[src/rtl/cwsel_pkg.sv]
package cwsel_pkg;
  typedef enum logic [1:0] {
    SEED_OFF    = 2'd0,
    SEED_ALWAYS = 2'd1,
    SEED_TEMP   = 2'd2
  } seed_mode_e;

  function automatic seed_mode_e decode_mode(input logic en, input logic tmp);
    if (!en)     return SEED_OFF;
    else if (tmp) return SEED_TEMP;
    else          return SEED_ALWAYS;
  endfunction
endpackage

[src/rtl/cwsel_rst_sync.sv]
module cwsel_rst_sync #(
  parameter int STAGES = 2
) (
  input  logic clk,
  input  logic rst_n,
  output logic rst_n_sync
);
  logic [STAGES-1:0] chain_q;

  always_ff @(posedge clk or negedge rst_n) begin
    if (!rst_n) chain_q <= '0;
    else        chain_q <= {chain_q[STAGES-2:0], 1'b1};
  end

  assign rst_n_sync = chain_q[STAGES-1];
endmodule

[src/rtl/cwsel_seed_gate.sv]
module cwsel_seed_gate
  import cwsel_pkg::*;
#(
  parameter int CNT_W = 7
) (
  input  logic             clk,
  input  logic             rst_n,
  input  seed_mode_e       mode,
  input  logic             reload,
  input  logic [CNT_W-1:0] cnt_lo,
  input  logic             cnt_inc,
  output logic             grant
);
  localparam logic [CNT_W-1:0] CNT_TOP = {CNT_W{1'b1}};

  logic expired_q, expired_d, wrap;

  assign wrap = cnt_inc && (cnt_lo == CNT_TOP);

  always_comb begin
    expired_d = expired_q;
    if (reload)                         expired_d = 1'b0;
    else if (mode == SEED_TEMP && wrap) expired_d = 1'b1;
  end

  always_ff @(posedge clk or negedge rst_n) begin
    if (!rst_n) expired_q <= 1'b0;
    else        expired_q <= expired_d;
  end

  always_comb begin
    unique case (mode)
      SEED_ALWAYS: grant = 1'b1;
      SEED_TEMP:   grant = !expired_q;
      default:     grant = 1'b0;
    endcase
  end

  // expiry stays set until a reload
  a_r8_sticky: assert property (@(posedge clk) disable iff (!rst_n)
    (expired_q && !reload) |=> expired_q);

  // a wrap in limited mode expires the permission
  a_r7_expire: assert property (@(posedge clk) disable iff (!rst_n)
    (mode == SEED_TEMP && wrap && !reload) |=> (mode != SEED_TEMP || !grant));
endmodule

[src/rtl/cwsel_assemble.sv]
module cwsel_assemble #(
  parameter int HOP_W  = 32,
  parameter int SER_W  = 32,
  parameter int BTN_W  = 4,
  parameter int TAIL_W = 5,
  localparam int SEED_W = HOP_W + SER_W - BTN_W,
  localparam int WORD_W = HOP_W + SER_W + TAIL_W
) (
  input  logic [HOP_W-1:0]  hop,
  input  logic [SER_W-1:0]  serial,
  input  logic [BTN_W-1:0]  btn,
  input  logic [SEED_W-1:0] seed,
  input  logic [TAIL_W-1:0] tail,
  input  logic              ser_full,
  input  logic              use_seed,
  output logic [WORD_W-1:0] word
);
  localparam int LOW_SER_W = SER_W - BTN_W;

  logic [SEED_W-1:0] payload;
  logic [BTN_W-1:0]  nibble;

  always_comb begin
    payload = use_seed ? seed : {serial[LOW_SER_W-1:0], hop};
    nibble  = ser_full ? serial[SER_W-1:LOW_SER_W] : btn;
    word    = {tail, nibble, payload};
  end
endmodule

[src/rtl/codeword_sel.sv]
module codeword_sel
  import cwsel_pkg::*;
#(
  parameter int HOP_W  = 32,
  parameter int SER_W  = 32,
  parameter int BTN_W  = 4,
  parameter int TAIL_W = 5,
  parameter int CNT_W  = 7,
  localparam int SEED_W = HOP_W + SER_W - BTN_W,
  localparam int WORD_W = HOP_W + SER_W + TAIL_W
) (
  input  logic              clk,
  input  logic              rst_n,
  input  logic              build_i,
  input  logic              seed_req_i,
  input  logic [HOP_W-1:0]  hop_i,
  input  logic [SER_W-1:0]  serial_i,
  input  logic [BTN_W-1:0]  btn_i,
  input  logic [SEED_W-1:0] seed_i,
  input  logic [TAIL_W-1:0] tail_i,
  input  logic              cfg_ser32_i,
  input  logic              cfg_seed_en_i,
  input  logic              cfg_seed_tmp_i,
  input  logic              cfg_reload_i,
  input  logic [CNT_W-1:0]  cnt_lo_i,
  input  logic              cnt_inc_i,
  output logic [WORD_W-1:0] word_o,
  output logic              seed_sel_o
);
  logic              rst_n_s;
  seed_mode_e        mode;
  logic              grant, use_seed;
  logic [WORD_W-1:0] asm_word;
  logic [WORD_W-1:0] word_q, word_d;
  logic              sel_q, sel_d;

  cwsel_rst_sync #(.STAGES(2)) u_rst (
    .clk(clk), .rst_n(rst_n), .rst_n_sync(rst_n_s)
  );

  assign mode = decode_mode(cfg_seed_en_i, cfg_seed_tmp_i);

  cwsel_seed_gate #(.CNT_W(CNT_W)) u_gate (
    .clk(clk), .rst_n(rst_n_s), .mode(mode), .reload(cfg_reload_i),
    .cnt_lo(cnt_lo_i), .cnt_inc(cnt_inc_i), .grant(grant)
  );

  assign use_seed = seed_req_i && grant;

  cwsel_assemble #(.HOP_W(HOP_W), .SER_W(SER_W), .BTN_W(BTN_W), .TAIL_W(TAIL_W)) u_asm (
    .hop(hop_i), .serial(serial_i), .btn(btn_i), .seed(seed_i), .tail(tail_i),
    .ser_full(cfg_ser32_i), .use_seed(use_seed), .word(asm_word)
  );

  always_comb begin
    word_d = word_q;
    sel_d  = sel_q;
    if (build_i) begin
      word_d = asm_word;
      sel_d  = use_seed;
    end
  end

  always_ff @(posedge clk or negedge rst_n_s) begin
    if (!rst_n_s) begin
      word_q <= '0;
      sel_q  <= 1'b0;
    end else begin
      word_q <= word_d;
      sel_q  <= sel_d;
    end
  end

  assign word_o     = word_q;
  assign seed_sel_o = sel_q;

  // outputs hold without a build strobe
  a_r9_hold: assert property (@(posedge clk) disable iff (!rst_n_s)
    !build_i |=> ($stable(word_o) && $stable(seed_sel_o)));

  // disabled permission never yields a seed word
  a_r5_off: assert property (@(posedge clk) disable iff (!rst_n_s)
    (build_i && !cfg_seed_en_i) |=> !seed_sel_o);

  // status tail passes through in both formats
  a_r3_tail: assert property (@(posedge clk) disable iff (!rst_n_s)
    build_i |=> (word_o[WORD_W-1 -: TAIL_W] == $past(tail_i)));

  // a seed word carries the stored seed
  a_r4_seed: assert property (@(posedge clk) disable iff (!rst_n_s)
    (build_i && seed_req_i) |=> (!seed_sel_o || word_o[SEED_W-1:0] == $past(seed_i)));
endmodule

[config.mk]
export PLATFORM = sky130hd
export DESIGN_NAME = codeword_sel
export DESIGN_NICKNAME = d
export VERILOG_FILES = /design/src/rtl/cwsel_pkg.sv /design/src/rtl/cwsel_rst_sync.sv /design/src/rtl/cwsel_seed_gate.sv /design/src/rtl/cwsel_assemble.sv /design/src/rtl/codeword_sel.sv
export SDC_FILE = /design/constraint.sdc
export NUM_CORES = 1
export LEC_CHECK = 0
export BUFFER_PORTS_ARGS = -buffer_cell sky130_fd_sc_hd__buf_4
export CAP_MARGIN = 20
export CELL_PAD_IN_SITES_DETAIL_PLACEMENT = 0
export CELL_PAD_IN_SITES_GLOBAL_PLACEMENT = 1
export CORE_MARGIN = 4
export CORE_UTILIZATION = 33
export CTS_CLUSTER_DIAMETER = 100
export DETAILED_ROUTE_END_ITERATION = 10
export PLACE_DENSITY_LB_ADDON = 0.1
export SLEW_MARGIN = 40
export SYNTH_ARGS = -nofsm -noshare
export SYNTH_HDL_FRONTEND = slang
export SYNTH_SLANG_ARGS = --single-unit
[constraint.sdc]
create_clock -name clk -period 5.45 [get_ports clk]
set_clock_uncertainty 0.2 [all_clocks]
set_input_delay 0.2725 -clock clk [delete_from_list [all_inputs] [get_ports clk]]
set_output_delay 0.2725 -clock clk [all_outputs]
set_load 0.005 [all_outputs]
=== After elaboration in Yosys (flattened, before gate mapping) ===
Cells that the tools add are included.

* Equality and inequality tests: 3
* Muxes and demuxes: 7
* Reduce and logical (&&, ||, !) cells: 5

{| class="wikitable"
|+ Operator list
! cell !! number
|-
| 2-to-1 mux 60 bit || 1
|-
| equality test 7 bit (second input constant) || 1
|-
| 2-to-1 mux 2 bit || 2
|-
| 2-to-1 mux 4 bit || 1
|-
| logical AND 1 bit || 3
|-
| equality test 2 x 1 -> 1 bit (second input constant) || 1
|-
| equality test 2 bit (second input constant) || 1
|-
| 2-to-1 mux 1 bit || 2
|-
| case mux 1 bit (2 select lines) || 1
|-
| nonzero test 2 bit || 1
|-
| zero test 1 bit || 1
|}

* Flip-flop bits (word level): 73
* Input bits: 149
* Output and inout port bits: 70
* Word-level logic and storage cells: 19

=== Depth between registers and ports, before layout ===
* Depth after elaboration: 6
* Gate-level depth with buffers: 5
* Depth with buffers taken out: 3

=== Hierarchy ===
From an unflattened synthesis, not the netlist that was laid out.

* Cell total of the unflattened synthesis: 243
* Area total of the unflattened synthesis: 4245.3 sq um

{| class="wikitable"
|+ By module, submodules not included
! module !! times used !! cells an instance !! area each (sq um) !! seq. area each (sq um)
|-
| codeword_sel || 1 || 151 || 2972.9 || 1751.7
|-
| cwsel_assemble || 1 || 76 || 1114.8 || 0.0
|-
| cwsel_seed_gate || 1 || 13 || 103.8 || 25.0
|-
| cwsel_rst_sync || 1 || 3 || 53.8 || 50.0
|}

=== Worst setup path after synthesis ===
No wires, ideal clock.

* Path type: register to register
* From: reg u_gate.expired_q
* To: reg word_q[32] (netlist: word_o[32])
* Library setup time: 130 ps
* Arrival: 933 ps
* Required time: 5120 ps
* Slack: 4188 ps
* Stages on the path, launching flop included: 5
* Buffers on the path: 1
* Clock period less this slack: 1262 ps
* Path through: dfrtp_1 -> and2_2 -> buf_2 -> o21ai_0 -> a31oi_1

* Longest elaborated chain between the ends: 4

{| class="wikitable"
|+ Ends and longest elaborated chain
! what !! RTL line !! text
|-
| start: declaration || cwsel_seed_gate.sv:16 || <nowiki>logic expired_q, expired_d, wrap;</nowiki>
|-
| start signal: assignment || cwsel_seed_gate.sv:28 || <nowiki>else expired_q <= expired_d;</nowiki>
|-
| zero test 1 bit || cwsel_seed_gate.sv:34 || <nowiki>SEED_TEMP: grant = !expired_q;</nowiki>
|-
| case mux 1 bit (2 select lines) || cwsel_seed_gate.sv:32 || <nowiki>unique case (mode)</nowiki>
|-
| logical AND 1 bit || codeword_sel.sv:48 || <nowiki>assign use_seed = seed_req_i && grant;</nowiki>
|-
| 2-to-1 mux 60 bit || cwsel_assemble.sv:24 || <nowiki>payload = use_seed ? seed : {serial[LOW_SER_W-1:0], hop};</nowiki>
|-
| end signal: assignment || codeword_sel.sv:69 || <nowiki>word_q <= word_d;</nowiki>
|-
| end: declaration || codeword_sel.sv:34 || <nowiki>logic [WORD_W-1:0] word_q, word_d;</nowiki>
|}

No other way between the ends.
A chain may end at the register's enable or synchronous reset.

=== Final worst setup path ===
* From: reg u_gate.expired_q
* To: reg word_q[34] (netlist: word_o[34])

Same word-level chain as after synthesis.

==> metrics <==
f_max=0.391 GHz; share of cells above drive strength 1=39.2%; CTS tree=built; Final ANT Viol Nets=0; number of synthesized flops with an enable pin=0; Slew @ Worst Pin=791 ps; dominant cell type by area after synthesis=dfrtp_1; slowest CP cell=dlygate4sd3_1; Slew Limit Fails=0; CTS root buf=clkbuf_8; Die Ht=113 µm; Reg2Reg Setup Slack=2890 ps; Rows=37; Seq cells post-synth=73; Post-synth ARST share=100%; Hold Path Class=input port to flip-flop; top_reg_cell synth=dfrtp_1; share of the synthesized area in the top cell type=50.5%; Clock transition at path regs=80 ps; CP startpoint kind=flip-flop; min Tclk post-route=2560 ps; RSZ-0062 raised after global routing=false; Slew HR=47.2%; DRC=0; Crit path largest cell delay=570 ps; global placer's final weighted congestion=0.757; CTS Buf Count=9; WL met1=5110 µm; final cell utilization of the core=58.7%; Port-buffer cells=218; top-count cell post-synth=dfrtp_1; status=finished clean; Bufs on Longest Clock Path=2; distinct cell type count after synthesis=26; Worst VDD drop=0.109 mV; drt via density=5.05; average cell area after synthesis=9.40 µm²; clk sink count=73; # fillers=976; most frequent cells after synthesis=73 x dfrtp_1, 64 x nor2_1, 60 x a31oi_1, 49 x nand3_1, 32 x o21ai_0; CP top delay family=buffers and inverters; area grow syn2layout=70.6%; vias in the first global route=4072; Routed WL=13000 µm; largest net degree at the start of global routing=70; critical path class=flip-flop to flip-flop; Req. time, crit path=5540 ps; Starting DRT DRC Count=259; routed vias=4015; CP Capture Type=flip-flop; Met2 Routed Length=6440 µm; HPWL after DPL=8260 µm; Sum Neg Setup Slack=0 ps; GRT Total Usage=20.2%; Post-CTS Setup Bufs=0; Starting Density=34.4%; Post-CTS Resized=0; worst path cell trace=nand2_2 -> buf_4 -> nand3_1 -> a31oi_1 -> dlygate4sd3_1; Chip Width=113 µm; Max-Cap Viols=0; # hold bufs at CTS=76; diode count=0; sequential area share after synthesis=50.5%; H-tree depth=3; DRT Pass-1 Iters=4; DR top layer=met4; Die ar.=12700 µm²; Core ar.=10500 µm²; Final nets=803; worst skew pair latency=350 ps; Pwr Total=1510 µW; wire length on met3=1120 µm; Critical Path AT=2650 ps; WP buf/inv=2; grt total ovfl=0; first-pass GRT wire length=20700 µm; final setup fails=0; final worst-path cycle share=46.9%; YS warnings=0; largest cells by area after synthesis=dfrtp_1 50%, a31oi_1 10%, nand3_1 6.8%; synthesized area=3620 µm²; drt wl/cell=16.4 µm; CP max FO=38; initial antenna violation count=0; Final Hold Viols=0; P_leak=0.00277 µW; Syn Nets=534; I/O Pins=219; PD cells=245 nW/µm²; Post-Syn Instances=385
## worst min-delay path: cells and delay by family
family          cells  cell delay, ps
buf+inv             1             110
compound gates      1              80
simple gates        1              50
## area by class of cell
| class | instances | area, µm² | share of cell area, % |
|---|---|---|---|
| Sequential cell | 73 | 1830 | 29.7 |
| Clock inverter | 5 | 103 | 1.66 |
| Multi-Input combinational cell | 269 | 1470 | 23.8 |
| Tap cell | 136 | 170 | 2.76 |
| Inverter | 2 | 7.51 | 0.122 |
| Clock buffer | 11 | 141 | 2.29 |
| Timing Repair Buffer | 299 | 2450 | 39.7 |
## layer usage
metal  track usage, %  vias up
met1             23.9     1886
met3             5.61       27
met4             7.21        0
met2             34.9      179
met5                0        -
li1                 -     1923
## where the power goes
group | switching, µW | total, µW | internal (µW)
Sequential | 36.3 | 634 | 598
Clock | 209 | 525 | 316
Combinational | 132 | 355 | 223
Total | 377 | 1510 | 1140
## flip-flops by register name (all words and copies together), names as in the netlist
| register | flops |
|---|---|
| u_gate.expired_q | 1 |
| word_o | 69 |
| seed_sel_o | 1 |
| u_rst.chain_q | 2 |
## worst paths after layout
check	startpoint	endpoint	cells past startpoint
worst max register to register	u_gate.expired_q$_DFFE_PN0P_	word_o[34]$_DFFE_PN0P_	5
max in group asynchronous	u_rst.chain_q[1]$_DFF_PN0_	word_o[41]$_DFFE_PN0P_	1
worst min-delay path	seed_i[15]	word_o[15]$_DFFE_PN0P_	3
min in group asynchronous	rst_n	u_rst.chain_q[1]$_DFF_PN0_	2
worst min register to register	u_rst.chain_q[1]$_DFF_PN0_	word_o[11]$_DFFE_PN0P_	0
worst max-delay path	u_gate.expired_q$_DFFE_PN0P_	word_o[34]$_DFFE_PN0P_	5
## through the flow
stage          hold WS (ps)  instance area (µm²)  setup slack [ps]  instances
2_1_floorplan          -223                 3620              3070        385
3_3_place_gp           -144                 5120              3260        700
3_5_place_dp           -143                 5150              3250        701
4_1_cts              0.0588                 6150              2880        793
5_1_grt                3.44                 6170              2710        795
6_report               1.10                 6170              2890        795
## cell families (layout without fill, tap and decap cells)
kind of cell	Yosys count	in the layout	share of synthesized area (%)
buffers and inverters	43	317	9.23
other	1	1	0.104
DFF	73	73	50.5
AOI/OAI and AO/OA	126	126	19.5
muxes	9	9	2.66
and+or+nand+nor	133	133	18.0
## cells in the final DEF, fill, tap and decap left out
master / netlist / layout
dfrtp_1: 73 / 72
a31oi_1: 60 / 60
conb_1: 1 / 1
buf_12: 2 / 1
nand2_1: 3 / 1
nand3_2: 12 / 12
o21ai_0: 32 / 32
inv_1: 2 / 2
mux2i_1: 4 / 4
bufinv_16: 0 / 3
clkbuf_1: 6 / 1
mux2_2: 5 / 5
a21oi_1: 5 / 5
and2_4: 1 / 2
buf_4: 1 / 220
nand4_1: 2 / 2
clkinvlp_4: 0 / 1
clkinv_2: 0 / 1
clkbuf_8: 3 / 10
nand2_2: 0 / 1
nand3_1: 49 / 49
nor2_1: 64 / 64
nand2_4: 0 / 1
o21ai_1: 29 / 29
dlygate4sd3_1: 0 / 78
or3_1: 1 / 1
dfrtp_4: 0 / 1
Power figures use the tool's default switching activity.
